===== config.mk =====
export PLATFORM = sky130hd
export DESIGN_NAME = bank_req_dispatch
export DESIGN_NICKNAME = d
export VERILOG_FILES = /design/src/rtl/bd_pkg.sv /design/src/rtl/bd_bank_fifo.sv /design/src/rtl/bd_rr_arb.sv /design/src/rtl/bank_req_dispatch.sv
export SDC_FILE = /design/constraint.sdc
export NUM_CORES = 1
export LEC_CHECK = 0
export BUFFER_PORTS_ARGS = -buffer_cell sky130_fd_sc_hd__buf_4
export CORE_UTILIZATION = 60
export DETAILED_ROUTE_END_ITERATION = 12
export PLACE_DENSITY = 0.78
export SKIP_CTS_REPAIR_TIMING = 1
export SYNTH_ARGS = -nofsm -noshare
export SYNTH_HDL_FRONTEND = slang
export SYNTH_HIERARCHICAL = 1
export SYNTH_SLANG_ARGS = --single-unit
export TNS_END_PERCENT = 30

===== constraint.sdc =====
create_clock -name clk_i -period 4.85 [get_ports clk_i]
set_clock_uncertainty 0.15 [all_clocks]
set_input_delay 0 -clock clk_i [delete_from_list [all_inputs] [get_ports clk_i]]
set_output_delay 0 -clock clk_i [all_outputs]
set_load 0.01 [all_outputs]

===== src/rtl/bd_pkg.sv =====
package bd_pkg;
  typedef enum logic {
    OP_READ  = 1'b0,
    OP_WRITE = 1'b1
  } op_e;
endpackage


===== src/rtl/bd_bank_fifo.sv =====
module bd_bank_fifo #(
  parameter int DEPTH = 4,
  parameter int W     = 8,
  localparam int PTR_W = $clog2(DEPTH),
  localparam int CNT_W = $clog2(DEPTH + 1)
) (
  input  logic             clk_i,
  input  logic             rst_ni,
  input  logic             push_i,
  input  logic [W-1:0]     data_i,
  input  logic             pop_i,
  output logic [W-1:0]     head_o,
  output logic             empty_o,
  output logic             full_o,
  output logic [CNT_W-1:0] cnt_o
);
  logic [W-1:0]     mem_q [DEPTH];
  logic [PTR_W-1:0] wr_q, rd_q;
  logic [CNT_W-1:0] cnt_q;

  assign empty_o = (cnt_q == '0);
  assign full_o  = (cnt_q == CNT_W'(DEPTH));
  assign head_o  = mem_q[rd_q];
  assign cnt_o   = cnt_q;

  function automatic logic [PTR_W-1:0] wrap_inc(logic [PTR_W-1:0] p);
    return (p == PTR_W'(DEPTH - 1)) ? '0 : p + 1'b1;
  endfunction

  always_ff @(posedge clk_i or negedge rst_ni) begin
    if (!rst_ni) begin
      wr_q  <= '0;
      rd_q  <= '0;
      cnt_q <= '0;
    end else begin
      if (push_i) wr_q <= wrap_inc(wr_q);
      if (pop_i)  rd_q <= wrap_inc(rd_q);
      cnt_q <= cnt_q + CNT_W'(push_i) - CNT_W'(pop_i);
    end
  end

  always_ff @(posedge clk_i) begin
    if (push_i) mem_q[wr_q] <= data_i;
  end
endmodule


===== src/rtl/bd_rr_arb.sv =====
module bd_rr_arb #(
  parameter int N = 4,
  localparam int IDX_W = $clog2(N)
) (
  input  logic             clk_i,
  input  logic             rst_ni,
  input  logic [N-1:0]     req_i,
  output logic             gnt_valid_o,
  output logic [IDX_W-1:0] gnt_idx_o
);
  logic [IDX_W-1:0] ptr_q;

  always_comb begin
    int idx;
    gnt_valid_o = 1'b0;
    gnt_idx_o   = '0;
    for (int i = 0; i < N; i++) begin
      idx = int'(ptr_q) + i;
      if (idx >= N) idx = idx - N;
      if (!gnt_valid_o && req_i[idx]) begin
        gnt_valid_o = 1'b1;
        gnt_idx_o   = IDX_W'(idx);
      end
    end
  end

  // pointer moves past the bank just offered
  always_ff @(posedge clk_i or negedge rst_ni) begin
    if (!rst_ni)          ptr_q <= '0;
    else if (gnt_valid_o) ptr_q <= (gnt_idx_o == IDX_W'(N - 1)) ? '0 : gnt_idx_o + 1'b1;
  end
endmodule


===== src/rtl/bank_req_dispatch.sv =====
module bank_req_dispatch #(
  parameter int NUM_BANKS   = 4,
  parameter int QUEUE_DEPTH = 4,
  parameter int ROW_W       = 14,
  parameter int BURST_W     = 4,
  localparam int BANK_W = $clog2(NUM_BANKS),
  localparam int ENT_W  = ROW_W + BURST_W + 1,
  localparam int CNT_W  = $clog2(QUEUE_DEPTH + 1)
) (
  input  logic                 clk_i,
  input  logic                 rst_ni,
  input  logic                 req_valid_i,
  output logic                 req_ready_o,
  input  logic [BANK_W-1:0]    req_bank_i,
  input  logic [ROW_W-1:0]     req_row_i,
  input  logic                 req_write_i,
  input  logic [BURST_W-1:0]   req_burst_i,
  input  logic [NUM_BANKS-1:0] bank_busy_i,
  input  logic                 refresh_done_i,
  input  logic                 burst_start_i,
  input  logic [BANK_W-1:0]    burst_bank_i,
  output logic                 issue_valid_o,
  input  logic                 issue_accept_i,
  output logic [BANK_W-1:0]    issue_bank_o,
  output logic [ROW_W-1:0]     issue_row_o,
  output logic                 issue_write_o,
  output logic [BURST_W-1:0]   issue_burst_o
);
  import bd_pkg::*;

  logic [NUM_BANKS-1:0]            push_v, pop_v, empty_v, full_v;
  logic [NUM_BANKS-1:0]            arm_set, arm_clr, armed_q, elig;
  logic [NUM_BANKS-1:0][ENT_W-1:0] head_v;
  logic [NUM_BANKS-1:0][CNT_W-1:0] bank_cnt;
  logic [ENT_W-1:0]                wr_ent, sel_ent;
  logic                            gnt_valid;
  logic [BANK_W-1:0]               gnt_idx;
  op_e                             sel_op;

  assign req_ready_o = !full_v[req_bank_i];
  assign wr_ent      = {req_write_i, req_burst_i, req_row_i};

  for (genvar b = 0; b < NUM_BANKS; b++) begin : g_bank
    assign push_v[b]  = req_valid_i && req_ready_o && (req_bank_i == BANK_W'(b));
    assign pop_v[b]   = gnt_valid && issue_accept_i && (gnt_idx == BANK_W'(b));
    assign arm_clr[b] = gnt_valid && (gnt_idx == BANK_W'(b));
    assign arm_set[b] = push_v[b] || refresh_done_i
                     || (burst_start_i && (burst_bank_i == BANK_W'(b)));

    bd_bank_fifo #(.DEPTH(QUEUE_DEPTH), .W(ENT_W)) u_fifo (
      .clk_i   (clk_i),
      .rst_ni  (rst_ni),
      .push_i  (push_v[b]),
      .data_i  (wr_ent),
      .pop_i   (pop_v[b]),
      .head_o  (head_v[b]),
      .empty_o (empty_v[b]),
      .full_o  (full_v[b]),
      .cnt_o   (bank_cnt[b])
    );
  end

  // a new trigger outranks the chance consumed by this cycle's offer
  always_ff @(posedge clk_i or negedge rst_ni) begin
    if (!rst_ni) armed_q <= '0;
    else         armed_q <= (armed_q & ~arm_clr) | arm_set;
  end

  assign elig = armed_q & ~empty_v & ~bank_busy_i;

  bd_rr_arb #(.N(NUM_BANKS)) u_arb (
    .clk_i       (clk_i),
    .rst_ni      (rst_ni),
    .req_i       (elig),
    .gnt_valid_o (gnt_valid),
    .gnt_idx_o   (gnt_idx)
  );

  assign sel_ent       = head_v[gnt_idx];
  assign sel_op        = op_e'(sel_ent[ENT_W-1]);
  assign issue_valid_o = gnt_valid;
  assign issue_bank_o  = gnt_idx;
  assign issue_row_o   = sel_ent[ROW_W-1:0];
  assign issue_burst_o = sel_ent[ROW_W +: BURST_W];
  assign issue_write_o = (sel_op == OP_WRITE);
endmodule


# ---- Word-level counts from Yosys, hierarchy flattened
# Memories as Yosys holds them, arrays and structs flattened.
# Index checks and enable logic that the tools add are counted.
dict set report word_totals {
  regBits 34
  mem_bits_rw 304
  in_bits 33
  output_inout_bits 23
  memories 4
}
dict set report classes {
  addsub 24
  n_lt_le_gt_ge 10
  n_eq_ne 21
  mux 45
  n_bitwise 7
  n_reduce_logical 40
}
# memory depth width rd rd_clocked_by_memory_dff wr line_no
set mem_list {}
lappend mem_list {{g_bank[0].u_fifo.mem_q} 4 19 1 0 1 bd_bank_fifo.sv:17} ;# logic [W-1:0] mem_q [DEPTH];
lappend mem_list {{g_bank[1].u_fifo.mem_q} 4 19 1 0 1 bd_bank_fifo.sv:17}
lappend mem_list {{g_bank[2].u_fifo.mem_q} 4 19 1 0 1 bd_bank_fifo.sv:17}
lappend mem_list {{g_bank[3].u_fifo.mem_q} 4 19 1 0 1 bd_bank_fifo.sv:17}
# operator count
set ops {}
lappend ops {{less-than comparator 32 x 4 -> 1 bit, second input constant} 4}
lappend ops {{two-way mux 32 bit} 4}
lappend ops {{greater-or-equal comparator 32 x 4 -> 1 bit, second input constant} 3}
lappend ops {{subtractor 32 x 4 -> 32 bit, second input constant} 3}
lappend ops {{binary-select mux 19 bit (select 2 bit)} 1}
lappend ops {{equality test 2 bit, second input constant} 14}
lappend ops {{two-way mux 2 bit} 13}
lappend ops {{logical AND 1 bit} 21}
lappend ops {{two-way mux 1 bit} 21}
lappend ops {{two-way mux 19 bit} 1}
lappend ops {{adder 2 x 1 -> 2 bit, second input constant} 9}
lappend ops {{adder 3 x 1 -> 3 bit} 4}
lappend ops {{bitwise AND 4 bit} 3}
lappend ops {{equality test 3 bit, second input constant} 4}
lappend ops {{logical NOT 3 bit} 4}
lappend ops {{inverter 4 bit} 3}
lappend ops {{subtractor 3 x 1 -> 3 bit} 4}
lappend ops {{binary-select mux 1 bit (select 2 bit)} 5}
lappend ops {{logical OR 1 bit} 8}
lappend ops {{adder 2 x 2 -> 3 bit, second input constant} 2}
lappend ops {{equality test 2 x 1 -> 1 bit, second input constant} 3}
lappend ops {{logical NOT 2 bit} 3}
lappend ops {{less-than comparator 2 x 3 -> 1 bit, second input constant} 2}
lappend ops {{logical NOT 1 bit} 4}
lappend ops {{4 further kinds} 4}

# ---- Logic depth before layout (Yosys ltp)
# Gate-level depths: netlist (run 1).
dict set report logic_depth {
  ltp_word 22
  mapped_depth 15
}

# ---- Modules after synthesis
# Netlist (run 1), hierarchy kept.
# mod n_inst cells_per_inst area_per_inst_um2 seq_area_each_um2
set by_module_without_submodules {}
lappend by_module_without_submodules {{bd_bank_fifo (g_bank[2].u_fifo ...)} 2 135 3154.3 2457.4}
lappend by_module_without_submodules {{bd_bank_fifo (g_bank[0].u_fifo ...)} 2 135 3151.8 2457.4}
lappend by_module_without_submodules {bank_req_dispatch 1 58 809.5 100.1}
lappend by_module_without_submodules {bd_rr_arb 1 20 158.9 50.0}

# ---- Worst setup path before layout (run 1)
# OpenSTA, ideal clock, no wires.
dict set report synth_timing {
  path_type {register -> register}
  start {register g_bank[3].u_fifo.cnt_q[1]}
  end {register g_bank[1].u_fifo.cnt_q[2]}
  setup_time_ns 0.123
  arrival_ns 3.278
  path_slack_ns 1.300
  stages_incl_launch_ff 15
  n_path_buf 2
  synth_period_minus_slack_ns 3.550
  cell_sequence {dfrtp_1 nor3_1 nor3b_1 nand2_1 a311oi_1 buf_6 buf_6 inv_1 nor3_1 ha_1 inv_1 ha_1 fa_1 xor2_1 xnor2_1}
}
dict set report synth_between {
  elab_chain_len 20
  elab_cells_between_ends 41
}
# element line_no
set synth_lines {}
lappend synth_lines {{start, declared} bd_bank_fifo.sv:19} ;# logic [CNT_W-1:0] cnt_q;
lappend synth_lines {{start signal, assigned} bd_bank_fifo.sv:38} ;# cnt_q <= cnt_q + CNT_W'(push_i) - CNT_W'(pop_i);
lappend synth_lines {{logical NOT 3 bit (*)} bd_bank_fifo.sv:21} ;# assign empty_o = (cnt_q == '0);
lappend synth_lines {{named net empty_v[3]} bank_req_dispatch.sv:31} ;# logic [NUM_BANKS-1:0] push_v, pop_v, empty_v, full_v;
lappend synth_lines {{inverter 4 bit (*)} bank_req_dispatch.sv:69} ;# assign elig = armed_q & ~empty_v & ~bank_busy_i;
lappend synth_lines {{bitwise AND 4 bit (*) (2 in series)} bank_req_dispatch.sv:69}
lappend synth_lines {{named net elig[3]} bank_req_dispatch.sv:32} ;# logic [NUM_BANKS-1:0] arm_set, arm_clr, armed_q, elig;
lappend synth_lines {{binary-select mux 1 bit (select 2 bit)} bd_rr_arb.sv:20} ;# if (!gnt_valid_o && req_i[idx]) begin
lappend synth_lines {{two-way mux 1 bit (implied by the code) (2 in series)} bd_rr_arb.sv:20}
lappend synth_lines {{two-way mux 1 bit} bd_rr_arb.sv:20}
lappend synth_lines {{(+6 left out)} -}
lappend synth_lines {{logical NOT 1 bit} bd_rr_arb.sv:20}
lappend synth_lines {{logical AND 1 bit} bd_rr_arb.sv:20}
lappend synth_lines {{two-way mux 2 bit (*)} bd_rr_arb.sv:20}
lappend synth_lines {{named net issue_bank_o[0]} bank_req_dispatch.sv:24} ;# output logic [BANK_W-1:0] issue_bank_o,
lappend synth_lines {{equality test 2 x 1 -> 1 bit (*)} bank_req_dispatch.sv:45} ;# assign pop_v[b] = gnt_valid && issue_accept_i && (gnt_idx == BANK_W'(b));
lappend synth_lines {{logical AND 1 bit (*)} bank_req_dispatch.sv:45}
lappend synth_lines {{named net pop_v[1]} bank_req_dispatch.sv:31}
lappend synth_lines {{subtractor 3 x 1 -> 3 bit (*)} bd_bank_fifo.sv:38}
lappend synth_lines {{end signal, assigned} bd_bank_fifo.sv:38}
lappend synth_lines {{end, declared} bd_bank_fifo.sv:19}
# Mark *: on every way through the listed nets, which the timed path passes. The rest lies on a longest branch. The select of a mux whose other input is x is not followed.
# A chain may end at the register's enable or synchronous reset.

# ---- Final worst setup path (run 1)
dict set report layout_timing {
  start {register g_bank[3].u_fifo.cnt_q[1]}
  end {register g_bank[0].u_fifo.cnt_q[2]}
}
dict set report layout_between {
  elab_chain_len 20
  elab_cells_between_ends 41
}
# element line_no
set layout_lines {}
lappend layout_lines {{logical NOT 3 bit (*)} bd_bank_fifo.sv:21}
lappend layout_lines {{named net empty_v[3]} bank_req_dispatch.sv:31}
lappend layout_lines {{inverter 4 bit (*)} bank_req_dispatch.sv:69}
lappend layout_lines {{bitwise AND 4 bit (*) (2 in series)} bank_req_dispatch.sv:69}
lappend layout_lines {{named net elig[3]} bank_req_dispatch.sv:32}
lappend layout_lines {{binary-select mux 1 bit (select 2 bit)} bd_rr_arb.sv:20}
lappend layout_lines {{two-way mux 1 bit (implied by the code) (2 in series)} bd_rr_arb.sv:20}
lappend layout_lines {{two-way mux 1 bit} bd_rr_arb.sv:20}
lappend layout_lines {{(+5 left out)} -}
lappend layout_lines {{two-way mux 1 bit} bd_rr_arb.sv:20}
lappend layout_lines {{logical NOT 1 bit} bd_rr_arb.sv:20}
lappend layout_lines {{logical AND 1 bit} bd_rr_arb.sv:20}
lappend layout_lines {{two-way mux 2 bit or two-way mux 1 bit (tied branches)} bd_rr_arb.sv:20}
lappend layout_lines {{logical NOT 2 bit or logical AND 1 bit (tied branches)} bank_req_dispatch.sv:45}
lappend layout_lines {{logical AND 1 bit (*)} bank_req_dispatch.sv:45}
lappend layout_lines {{named net pop_v[0]} bank_req_dispatch.sv:31}
lappend layout_lines {{subtractor 3 x 1 -> 3 bit (*)} bd_bank_fifo.sv:38}
lappend layout_lines {{end signal, assigned} bd_bank_fifo.sv:38}
lappend layout_lines {{end, declared} bd_bank_fifo.sv:19}
# Marks and branches as above.

==> out/qor.yml, run 1 <==
status: "finished, final reports clean"
first_pass_iters: 9
hold_end: "armed_q[3]"
dieArea_um2: 23200
ys_types: 39
grt_pass1_wl_um: 42400
vias: 6675
viasPerCell: 6.32
p_leak_nw: 5.52
min_period_ns: 3.83
wl_per_cell_um: 26.8
yosys_warnings: 6
final_core_util: 0.724
rows: 54
period_share: 0.790
synth_commonest_cells: "edfxtp_1 (304), mux4_2 (94), dfrtp_1 (34)"
tns_ns: 0
hp-class: "primary input to flip-flop"
worstReg2RegStart: "g_bank[3].u_fifo/cnt_o[1]"
cts_tree: "done"
drtIter0Drc: 524
max_freq_mhz: 261
crit_type: "flip-flop to flip-flop"
die_h_um: 152
final-setup-viol-count: 0
swShare: 0.291
die_w_um: 152
ctsRootBufferMaster: "clkbuf_16"
overflow: 0
finalHoldViolCount: 0
grt_pass1_vias: 7100
min_from: "bank_busy_i[3]"
start_kind: "flip-flop"
drc: 0
cts.clk_slew.worst_paths_ns: 0.06
endpoint_kind: "flip-flop"
r2r_end: "g_bank[0].u_fifo/cnt_o[2]"
maxCapViolCount: 0
io_buffers: 55
gr-usage-all-layers: 0.254
report.final.slew_viol_count: 0
grt_antenna_before_repair: 0
synth_seq_cells: 338
synth_nets: 683
synth_top_area_cell: "edfxtp_1"
cts_made_buffers: 35
htreeDepth: 2
netlist_area_um2: 13600
drive_gt1_frac: 0.310
r2r_slack_ns: 1.02
rsz0062_at_grt: "no"
clk_latency_ns: 0.51
pwr-share-clk: 0.290
power.share.combinational: 0.304
whs_ns: 0.0982
worstPathArrival_ns: 4.07
hold_path_depth: 6
area_growth_pct: 17.4
ant_nets: 0
antenna_cells: 0
drt-total-wl_um: 28300
avgSynthCellArea_um2: 22.0
yosysSeqAreaShare: 0.735
powerDensity_nw_per_um2: 589
synth_edf_count: 304
io_pins: 56
worst_pin_slew_ns: 1.33
clock_sinks: 338
clk_path_buf_depth: 3
switching_power_mw: 2.73
path_max_fanout: 26
synth_area_leaders: "edfxtp_1 (67%), mux4_2 (16%), dfrtp_1 (6.3%)"
reg2reg_depth: 12
fillers: 1258
ff_latch_area_um2: 9980
internal_power_mw: 6.66
synth-async-reset-ratio: 0.101
place_hpwl_um: 15800
fin_nets: 817
grt_max_degree: 35
worst-endpoint-required_ns: 5.09
maxSlewHeadroom: 0.110
start_util: 0.617
multiInputGateArea_um2: 3340
core_um2: 22000
syn_inst: 618
globalplace.congestion: 0.763
power_frac_seq: 0.406
vdd_drop_max_uv: 351
ys.flop_type: "edfxtp_1"
yosysMostFrequentCell: "edfxtp_1"
synth.top_cell.area_share: 0.672
[cell families (layout without fill, tap and decap cells)]
| logic type | Yosys count | after routing | synth area share |
|---|---|---|---|
| AOI/OAI and AO/OA | 21 | 21 | 0.0109 |
| adders and majority gates | 32 | 32 | 0.0317 |
| xor gates and xnor gates | 8 | 8 | 0.00516 |
| and+or+nand+nor | 67 | 67 | 0.0307 |
| muxes | 104 | 104 | 0.166 |
| DFF | 338 | 338 | 0.735 |
| buffers and inverters | 48 | 207 | 0.0205 |
[flip-flops by register name, summed over array words and instances, names as in the netlist]
signal,flops
g_bank.u_fifo/mem_q,304
g_bank.u_fifo/wr_q,8
u_arb/ptr_q,2
armed_q,4
g_bank.u_fifo/rd_q,8
g_bank.u_fifo/cnt_o,12
[critical path, stage by stage, from the launching register on]
cell and delay [ns]:
dfrtp_1 0.38, nor3_1 0.08, nor3b_1 0.58, nand2_1 0.26, a311oi_4 0.34, buf_4 0.51, nor3_1 0.20, ha_1 0.33
inv_1 0.04, ha_1 0.18, fa_1 0.37, xor2_1 0.16, xnor2_1 0.13
[power by group through the flow]
stage / Clock (mW) / Combinational, mW / Sequential, mW
5_1_grt: 2.88 / 3.06 / 3.84
3_3_place_gp: 0 / 2.70 / 3.83
6_report: 2.73 / 2.85 / 3.81
2_1_floorplan: 0 / 2.08 / 3.64
3_5_place_dp: 0 / 2.80 / 3.87
4_1_cts: 2.77 / 2.83 / 3.81
[cell type report]
cell class,instances,area share
Clock inverter,23,0.0177
Tap cell,280,0.0220
Inverter,26,0.00612
Sequential cell,338,0.626
Timing Repair Buffer,119,0.0629
Multi-Input combinational cell,232,0.209
Clock buffer,39,0.0559
[worst max-delay path by stage]
stage,from,end,slack (ns),cells past startpoint
2_1_floorplan,g_bank[3].u_fifo/cnt_o[1],g_bank[1].u_fifo/cnt_o[2],1.30,14
3_3_place_gp,g_bank[3].u_fifo/cnt_o[1],g_bank[0].u_fifo/cnt_o[2],1.34,12
3_5_place_dp,g_bank[3].u_fifo/cnt_o[1],g_bank[0].u_fifo/cnt_o[2],1.07,12
4_1_cts,g_bank[3].u_fifo/cnt_o[1],g_bank[0].u_fifo/cnt_o[2],1.05,12
5_1_grt,g_bank[3].u_fifo/cnt_o[1],g_bank[2].u_fifo/cnt_o[2],0.75,12
6_report,g_bank[3].u_fifo/cnt_o[1],g_bank[0].u_fifo/cnt_o[2],1.02,12
[per-stage QoR]
step	power [mW]	std cells	worst slack [ns]	area, µm²
after floorplan	5.72	618	1.30	13600
after global placement	6.53	955	1.34	14400
after detailed placement	6.67	955	1.07	14400
after CTS	9.42	1017	1.05	15500
after global routing	9.78	1057	0.749	15900
final	9.40	1057	1.02	15900
[layer usage]
layer  track usage  part of all wire  up-vias
li1              -                 -     2821
met1         0.318              0.37     3499
met2         0.459              0.54      296
met3        0.0373             0.060       59
met4        0.0866             0.023        0
met5             0                 0        -
[cell usage in the layout, fill, tap and decap left out, drive strengths merged, types with 4 or more instances in the layout]
| cell | instances |
|---|---|
| dlygate4sd3 | 39 |
| dfrtp | 34 |
| nand2b | 5 |
| clkinv | 10 |
| nand2 | 7 |
| o21ai | 8 |
| bufinv | 6 |
| a21oi | 4 |
| buf | 80 |
| clkbuf | 39 |
| edfxtp | 304 |
| mux2 | 6 |
| and2 | 16 |
| inv | 30 |
| fa | 4 |
| nor3b | 5 |
| or3b | 5 |
| xor2 | 4 |
| ha | 28 |
| and3 | 4 |
| xnor2 | 4 |
| nor3 | 7 |
| mux4 | 96 |
| nor2 | 7 |
Note: power is estimated with default switching activity, not from simulation.
==> inputs of run 2 (changes only) <==
==> constraint.sdc (replaced) <==
create_clock -name clk_i -period 3.8 [get_ports clk_i]
set_clock_uncertainty 0.15 [all_clocks]
set_input_delay 0 -clock clk_i [delete_from_list [all_inputs] [get_ports clk_i]]
set_output_delay 0 -clock clk_i [all_outputs]
set_load 0.01 [all_outputs]
==> run 2 against run 1 <==
The run now ends with design-rule violations, negative hold slack left. Hold slack worse by 0.13 ns. Register-to-register slack got worse by 0.79 ns. Flip-flop and latch count stayed put. Power up 28%. Critical path type is now flip-flop to primary output. Critical path depth decreased by 5. Clock power up 24%. Sequential share of layout area down 0.13 points. Non-clock buffer count is 8 higher.
==> out/qor.yml, run 2 (same netlist as run 1, synthesis figures left out) <==
clock_sinks: 338  # unchanged
area_growth_pct: 17.6  # was 17.4%
wl_per_cell_um: 28.1  # was 26.8 µm
path_cells: "nor3_1 > nor3b_1 > a21oi_1 > a311oi_4 > buf_4 > mux4_2 > buf_4"  # was nor3_1 > nor3b_1 > nand2_1 > a311oi_4 > buf_4 > nor3_1 > ha_1 > inv_1 > ha_1 > fa_1 > xor2_1 > xnor2_1
violations: "design-rule violations, negative hold slack"
grt_pass1_wl_um: 43100  # was 42400 µm
status: "finished, violations left"  # was finished, final reports clean
dieArea_um2: 23200  # unchanged
vdd_drop_max_uv: 655  # was 351 µV
max_freq_mhz: 279
clk_path_buf_depth: 3  # unchanged
r2r_end: "g_bank[1].u_fifo/cnt_o[2]"  # was g_bank[0].u_fifo/cnt_o[2]
final_common_cell: "edfxtp_1"  # unchanged
regMostFlops: "g_bank.u_fifo/mem_q"  # unchanged
clk_latency_ns: 0.50  # was 0.51 ns
whs_ns: -0.0288  # was 0.0982 ns
rows: 54  # unchanged
maxSlewHeadroom: 0.439  # was 0.110
fin_area_um2: 16000  # was 15900 µm²
place_hpwl_um: 16000  # was 15800 µm
first_pass_iters: 10  # was 9
htreeDepth: 2  # unchanged
drtIter0Drc: 631  # was 524
report.final.slew_viol_count: 0  # unchanged
cpMostUsedCell: "buf_4"
crit_type: "flip-flop to primary output"  # was flip-flop to flip-flop
io_pins: 56  # unchanged
core_um2: 22000  # unchanged
io_buffers: 55  # unchanged
period_share: 0.944
powerDensity_nw_per_um2: 755  # was 589 nW/µm²
r2r_slack_ns: 0.23  # was 1.02 ns
ant_nets: 0  # unchanged
fin_cells: 1061  # was 1057
worst_pin_slew_ns: 0.841  # was 1.33 ns
place_area_um2: 14400  # about the same
grt_max_degree: 35  # unchanged
rsz0062_at_grt: "no"  # unchanged
hold_path_depth: 5  # was 6
p_total_mw: 12.1  # was 9.40 mW
drc: 4  # was 0
worst-endpoint-required_ns: 3.65  # was 5.09 ns
path_max_fanout: 12  # was 26
dp.cells: 964  # was 955
final-setup-viol-count: 0  # unchanged
viasPerCell: 6.37  # was 6.32
fin_nets: 824  # was 817
tns_ns: 0  # unchanged
finalHoldViolCount: 1  # was 0
vias: 6763  # was 6675
die_h_um: 152  # unchanged
worstReg2RegStart: "g_bank[1].u_fifo/cnt_o[2]"  # was g_bank[3].u_fifo/cnt_o[1]
min_period_ns: 3.59
p_leak_nw: 5.54  # was 5.52 nW
die_w_um: 152  # unchanged
cts_tree: "done"  # unchanged
hold_end: "u_arb/ptr_q[1]"  # was armed_q[3]
gr-usage-all-layers: 0.261  # was 0.254
grt_antenna_before_repair: 0  # unchanged
hp-class: "primary input to flip-flop"  # unchanged
endpoint_kind: "primary output"  # was flip-flop
maxCapViolCount: 0  # unchanged
overflow: 0  # unchanged
critical-path-slowest-cell: "mux4_2"  # was nor3b_1
worstPathArrival_ns: 3.44  # was 4.07 ns
reg2reg_depth: 12  # unchanged
cts_made_buffers: 34  # was 35
drive_gt1_frac: 0.315  # was 0.310
largest_reg_flops: 304  # unchanged
cts.clk_slew.worst_paths_ns: 0.06  # about the same
ctsRootBufferMaster: "clkbuf_16"  # unchanged
start_util: 0.617  # unchanged
final_cell_mix: "edfxtp_1 (304), mux4_2 (94), buf_4 (87), dlygate4sd3_1 (38), clkbuf_16 (37)"  # was edfxtp_1 (304), mux4_2 (94), buf_4 (79), dlygate4sd3_1 (39), clkbuf_16 (35)
cpPeakStageDelay_ns: 0.60  # was 0.58 ns
start_kind: "flip-flop"  # unchanged
drt-total-wl_um: 29800  # was 28300 µm
min_from: "bank_busy_i[3]"  # unchanged
globalplace.congestion: 0.794  # was 0.763
grt_pass1_vias: 7010  # was 7100
antenna_cells: 0  # unchanged
==> run 2: cell count changes in the layout (fill, tap and decap cells not counted), moves of 2 or more <==
cell | before | now
clkbuf_1 | 4 | 8
buf_4 | 79 | 87
inv_6 | 4 | 1
clkinv_2 | 6 | 4
bufinv_16 | 6 | 4
clkbuf_16 | 35 | 37
clkinv_1 | 4 | 1
==> run 2: power breakdown <==
part / leakage, nW / switching (mW) / internal (mW)
sequential: 3.14 / 0.297 / 4.42
combinational: 1.86 / 1.93 / 2.02
clock: 0.544 / 1.35 / 2.05
total: 5.54 / 3.57 / 8.49
==> run 2: cell type report <==
class	count	area (µm²)
flip-flops and latches	338	9980
fillers	1235	6050
multi-input cells	232	3340
repair buffers	127	1070
clock buffers	45	956
well taps	280	350
clock inverters	13	175
inverters	26	97.6
==> run 2: through the flow <==
step / util / hold WS, ns / worst slack, ns
final: 0.725 / -0.0288 / 0.212
after global routing: 0.725 / -0.0288 / 0.0798
after CTS: 0.707 / -0.702 / 0.189
after detailed placement: 0.656 / -0.170 / 0.331
after global placement: 0.656 / -0.178 / 0.553
after floorplan: - / -0.446 / 0.250
==> run 2: how the worst max path moves through the flow <==
stage,start,endpoint,slack (ns)
final,g_bank[1].u_fifo/cnt_o[2],issue_row_o[9],0.21
after global routing,g_bank[1].u_fifo/cnt_o[2],g_bank[1].u_fifo/cnt_o[2],0.08
after CTS,g_bank[3].u_fifo/cnt_o[1],issue_row_o[9],0.19
after detailed placement,g_bank[3].u_fifo/cnt_o[1],g_bank[1].u_fifo/cnt_o[2],0.33
after global placement,g_bank[3].u_fifo/cnt_o[1],g_bank[1].u_fifo/cnt_o[2],0.55
after floorplan,g_bank[3].u_fifo/cnt_o[1],g_bank[1].u_fifo/cnt_o[2],0.25
==> run 2: critical path: cells and delay by family, from the launching register on <==
kind / cells / cell delay [ns]
AOI/OAI and AO/OA: 2 / 0.67
and+or+nand+nor: 2 / 0.67
muxes: 1 / 0.60
buffers and inverters: 2 / 0.59
DFF: 1 / 0.39
==> run 2: per-layer routing <==
metal	wire, µm	vias up	part of all wire	global-route usage
met5	0	-	0	0
li1	-	2814	-	-
met4	976	0	0.033	0.0957
met1	10900	3535	0.36	0.325
met3	2110	72	0.071	0.0458
met2	15900	342	0.53	0.464
==> inputs of run 3 (changes only) <==
--- a/config.mk
+++ b/config.mk
@@ -5,6 +5,7 @@
 export SDC_FILE = /design/constraint.sdc
 export NUM_CORES = 1
 export LEC_CHECK = 0
+export ABC_AREA = 1
 export BUFFER_PORTS_ARGS = -buffer_cell sky130_fd_sc_hd__buf_4
 export CORE_UTILIZATION = 60
 export DETAILED_ROUTE_END_ITERATION = 12
==> run 3 against run 2 <==
The run ends with negative hold slack left. Sequential power shrank 2%. Power grew 22%. Count of clock-buffer cells in the layout shrank 3. Design area grew 11%. Critical path depth grew 8. Core utilization shrank 2.6 points. Non-clock buffer count shrank 22. Sequential share of layout area shrank 6.4 points. Global-route usage grew 0.69 points. Die area grew 16%. Register-to-register slack gained 0.07 ns. Final cell count grew 95%. Critical endpoint is now issue_burst_o[3]. Largest power group is now combinational cells. Highest routed layer unchanged.
==> out/qor.yml, run 3 <==
period_share: 0.929  # was 0.944
htreeDepth: 2  # unchanged
io_pins: 56  # unchanged
yosys_warnings: 6  # unchanged
ant_nets: 0  # unchanged
synth_compound_area_frac: 0.0168  # was 0.0109
start_kind: "flip-flop"  # unchanged
rsz0062_at_grt: "no"  # unchanged
cts.clk_slew.worst_paths_ns: 0.06  # about the same
grt_use_met1: 0.327  # was 0.325
area_growth_pct: 13.0  # was 17.6%
cts_made_buffers: 35  # was 34
drc: 0  # was 4
multiInputGateArea_um2: 3960  # was 3340 µm²
clock_sinks: 338  # unchanged
die_w_um: 164  # was 152 µm
globalplace.congestion: 0.870  # was 0.794
powerDensity_nw_per_um2: 827  # was 755 nW/µm²
synth-xor-area-share: 0  # was 0.00516
clk_latency_ns: 0.53  # was 0.50 ns
ys_types: 28  # was 39
avgSynthCellArea_um2: 9.68  # was 22.0 µm²
vdd_drop_max_uv: 1150  # was 655 µV
synth.top_cell.area_share: 0.579  # was 0.672
fillers: 1811  # was 1235
drive_gt1_frac: 0.0871  # was 0.315
syn_inst: 1627  # was 618
final_common_cell: "nand2_1"  # was edfxtp_1
largest_reg_flops: 304  # unchanged
synth_edf_count: 304  # unchanged
grt_max_degree: 42  # was 35
antenna_cells: 0  # unchanged
worstPathArrival_ns: 3.38  # was 3.44 ns
synth_nets: 1692  # was 683
final_core_util: 0.699  # was 0.725
first_pass_iters: 5  # was 10
vias: 10949  # was 6763
rows: 58  # was 54
worst_pin_slew_ns: 1.03  # was 0.841 ns
dieArea_um2: 26900  # was 23200 µm²
synth_top_family_by_area: "simple AND/OR/NAND/NOR gates"  # was multiplexers
clk_path_buf_depth: 3  # unchanged
violations: "negative hold slack"  # was design-rule violations, negative hold slack
final-setup-viol-count: 0  # unchanged
drt-total-wl_um: 34900  # was 29800 µm
gr-usage-all-layers: 0.268  # was 0.261
grt_antenna_before_repair: 0  # unchanged
worst-endpoint-required_ns: 3.65  # about the same
maxCapViolCount: 0  # unchanged
report.final.slew_viol_count: 0  # unchanged
fin_nets: 1775  # was 824
min_period_ns: 3.53  # was 3.59 ns
hp-class: "primary input to flip-flop"  # unchanged
synth-async-reset-ratio: 0.101  # unchanged
synth_fa_ha_area_frac: 0.0273  # was 0.0317
grt_pass1_wl_um: 54400  # was 43100 µm
viasPerCell: 5.30  # was 6.37
synth_top_area_cell: "edfxtp_1"  # unchanged
regMostFlops: "g_bank.u_fifo/mem_q"  # unchanged
grt_use_met2: 0.472  # was 0.464
grt_pass1_vias: 10926  # was 7010
synth_seq_cells: 338  # unchanged
drtIter0Drc: 1066  # was 631
finalHoldViolCount: 4  # was 1
tns_ns: 0  # unchanged
io_buffers: 55  # unchanged
netlist_area_um2: 15800  # was 13600 µm²
path_max_fanout: 20  # was 12
final_cell_mix: "nand2_1 (527), inv_1 (376), edfxtp_1 (304), nand3_1 (191), buf_4 (68)"  # was edfxtp_1 (304), mux4_2 (94), buf_4 (87), dlygate4sd3_1 (38), clkbuf_16 (37)
endpoint_kind: "primary output"  # unchanged
place_hpwl_um: 21100  # was 16000 µm
p_leak_nw: 8.39  # was 5.54 nW
ys.flop_type: "edfxtp_1"  # unchanged
die_h_um: 164  # was 152 µm
top_usage_layer: "met2"  # unchanged
cts_tree: "done"  # unchanged
maxSlewHeadroom: 0.312  # was 0.439
status: "finished, violations left"  # unchanged
synth_commonest_cells: "nand2_1 (527), inv_1 (376), edfxtp_1 (304)"  # was edfxtp_1 (304), mux4_2 (94), dfrtp_1 (34)
wl_per_cell_um: 16.9  # was 28.1 µm
crit_type: "flip-flop to primary output"  # unchanged
met3_usage: 0.0422  # was 0.0458
ff_latch_area_um2: 9980  # unchanged
start_util: 0.619  # was 0.617
whs_ns: -0.0657  # was -0.0288 ns
yosysMostFrequentCell: "nand2_1"  # was edfxtp_1
max_freq_mhz: 283  # was 279 MHz
synth_area_leaders: "edfxtp_1 (58%), nand2_1 (13%), inv_1 (9.0%)"  # was edfxtp_1 (67%), mux4_2 (16%), dfrtp_1 (6.3%)
core_um2: 25500  # was 22000 µm²
yosys.area_share.simple: 0.207  # was 0.0307
ctsRootBufferMaster: "clkbuf_16"  # unchanged
synth_mux_area_frac: 0  # was 0.166
yosysSeqAreaShare: 0.633  # was 0.735
overflow: 0  # unchanged
## run 3: cell count changes after synthesis, sizes merged, moves of 12 or more
cell,change
buf,+29
nand2,+534
and2,-16
inv,+359
a22oi,+19
nor2,+12
mux4,-96
nand3,+193
## run 3: final cells by class
class,count,share of cell area
sequential,338,0.560
multi-input combinational,845,0.222
inverter,385,0.0814
clock buffer,42,0.0512
timing repair buffer,105,0.0500
tap,330,0.0232
clock inverter,19,0.0115
## run 3: power by group
group | switching (mW) | total [mW] | internal (mW)
sequential | 0.196 | 4.63 | 4.43
clock | 1.39 | 3.38 | 1.99
combinational | 4.47 | 6.71 | 2.25
## run 3: cells by family (layout without fill, tap and decap cells)
group	Yosys count	count (layout)
AND/OR/NAND/NOR	771	771
adder cells (fa/ha/maj)	32	32
buffers and inverters	444	551
flip-flops	338	338
AO/OA/AOI/OAI	42	42
## run 3: per-stage QoR
stage	cells	worst slack [ns]	hold WS, ns	area (µm²)	power [mW]
6_report	2064	0.269	-0.0657	17800	14.7
5_1_grt	2064	0.0576	0.0160	17800	15.6
4_1_cts	2027	0.311	-0.723	17400	14.6
3_5_place_dp	1966	0.340	-0.170	16300	11.2
3_3_place_gp	1966	0.434	-0.175	16300	11.0
2_1_floorplan	1627	0.599	-0.446	15800	8.91
## run 3: metal layers
layer  wire length [µm]  up-vias
met3               2340       91
met4               1190        0
li1                   -     5244
met5                  0        -
met2              17700      421
met1              13700     5193
## run 3: path summary, 6_finish.rpt
path / from / to / slack, ns / cells past startpoint
setup / recovery: g_bank[2].u_fifo/cnt_o[1] / issue_burst_o[3] / 0.27 / 15
hold / removal: req_bank_i[0] / g_bank[1].u_fifo/wr_q[1] / -0.07 / 5
setup reg to reg: g_bank[2].u_fifo/cnt_o[1] / g_bank[1].u_fifo/cnt_o[2] / 0.30 / 21
hold reg to reg: g_bank[1].u_fifo/cnt_o[2] / g_bank[1].u_fifo/cnt_o[2] / 0.35 / 2
max in group asynchronous: rst_ni / g_bank[0].u_fifo/wr_q[0] / 2.97 / 4
min in group asynchronous: rst_ni / g_bank[3].u_fifo/wr_q[1] / 0.33 / 4
## run 3: critical path, cell delays in order, from the launching register on
cell	delay, ns
dfrtp_1	0.40
nor3_1	0.07
nor3b_1	0.31
inv_1	0.13
nand2_2	0.12
nand3_1	0.10
nand2_1	0.14
nand2_2	0.08
nand2_1	0.06
nand2_1	0.10
a21oi_4	0.23
nor2_1	0.07
buf_4	0.24
a22oi_1	0.37
nand3_1	0.24
buf_4	0.21
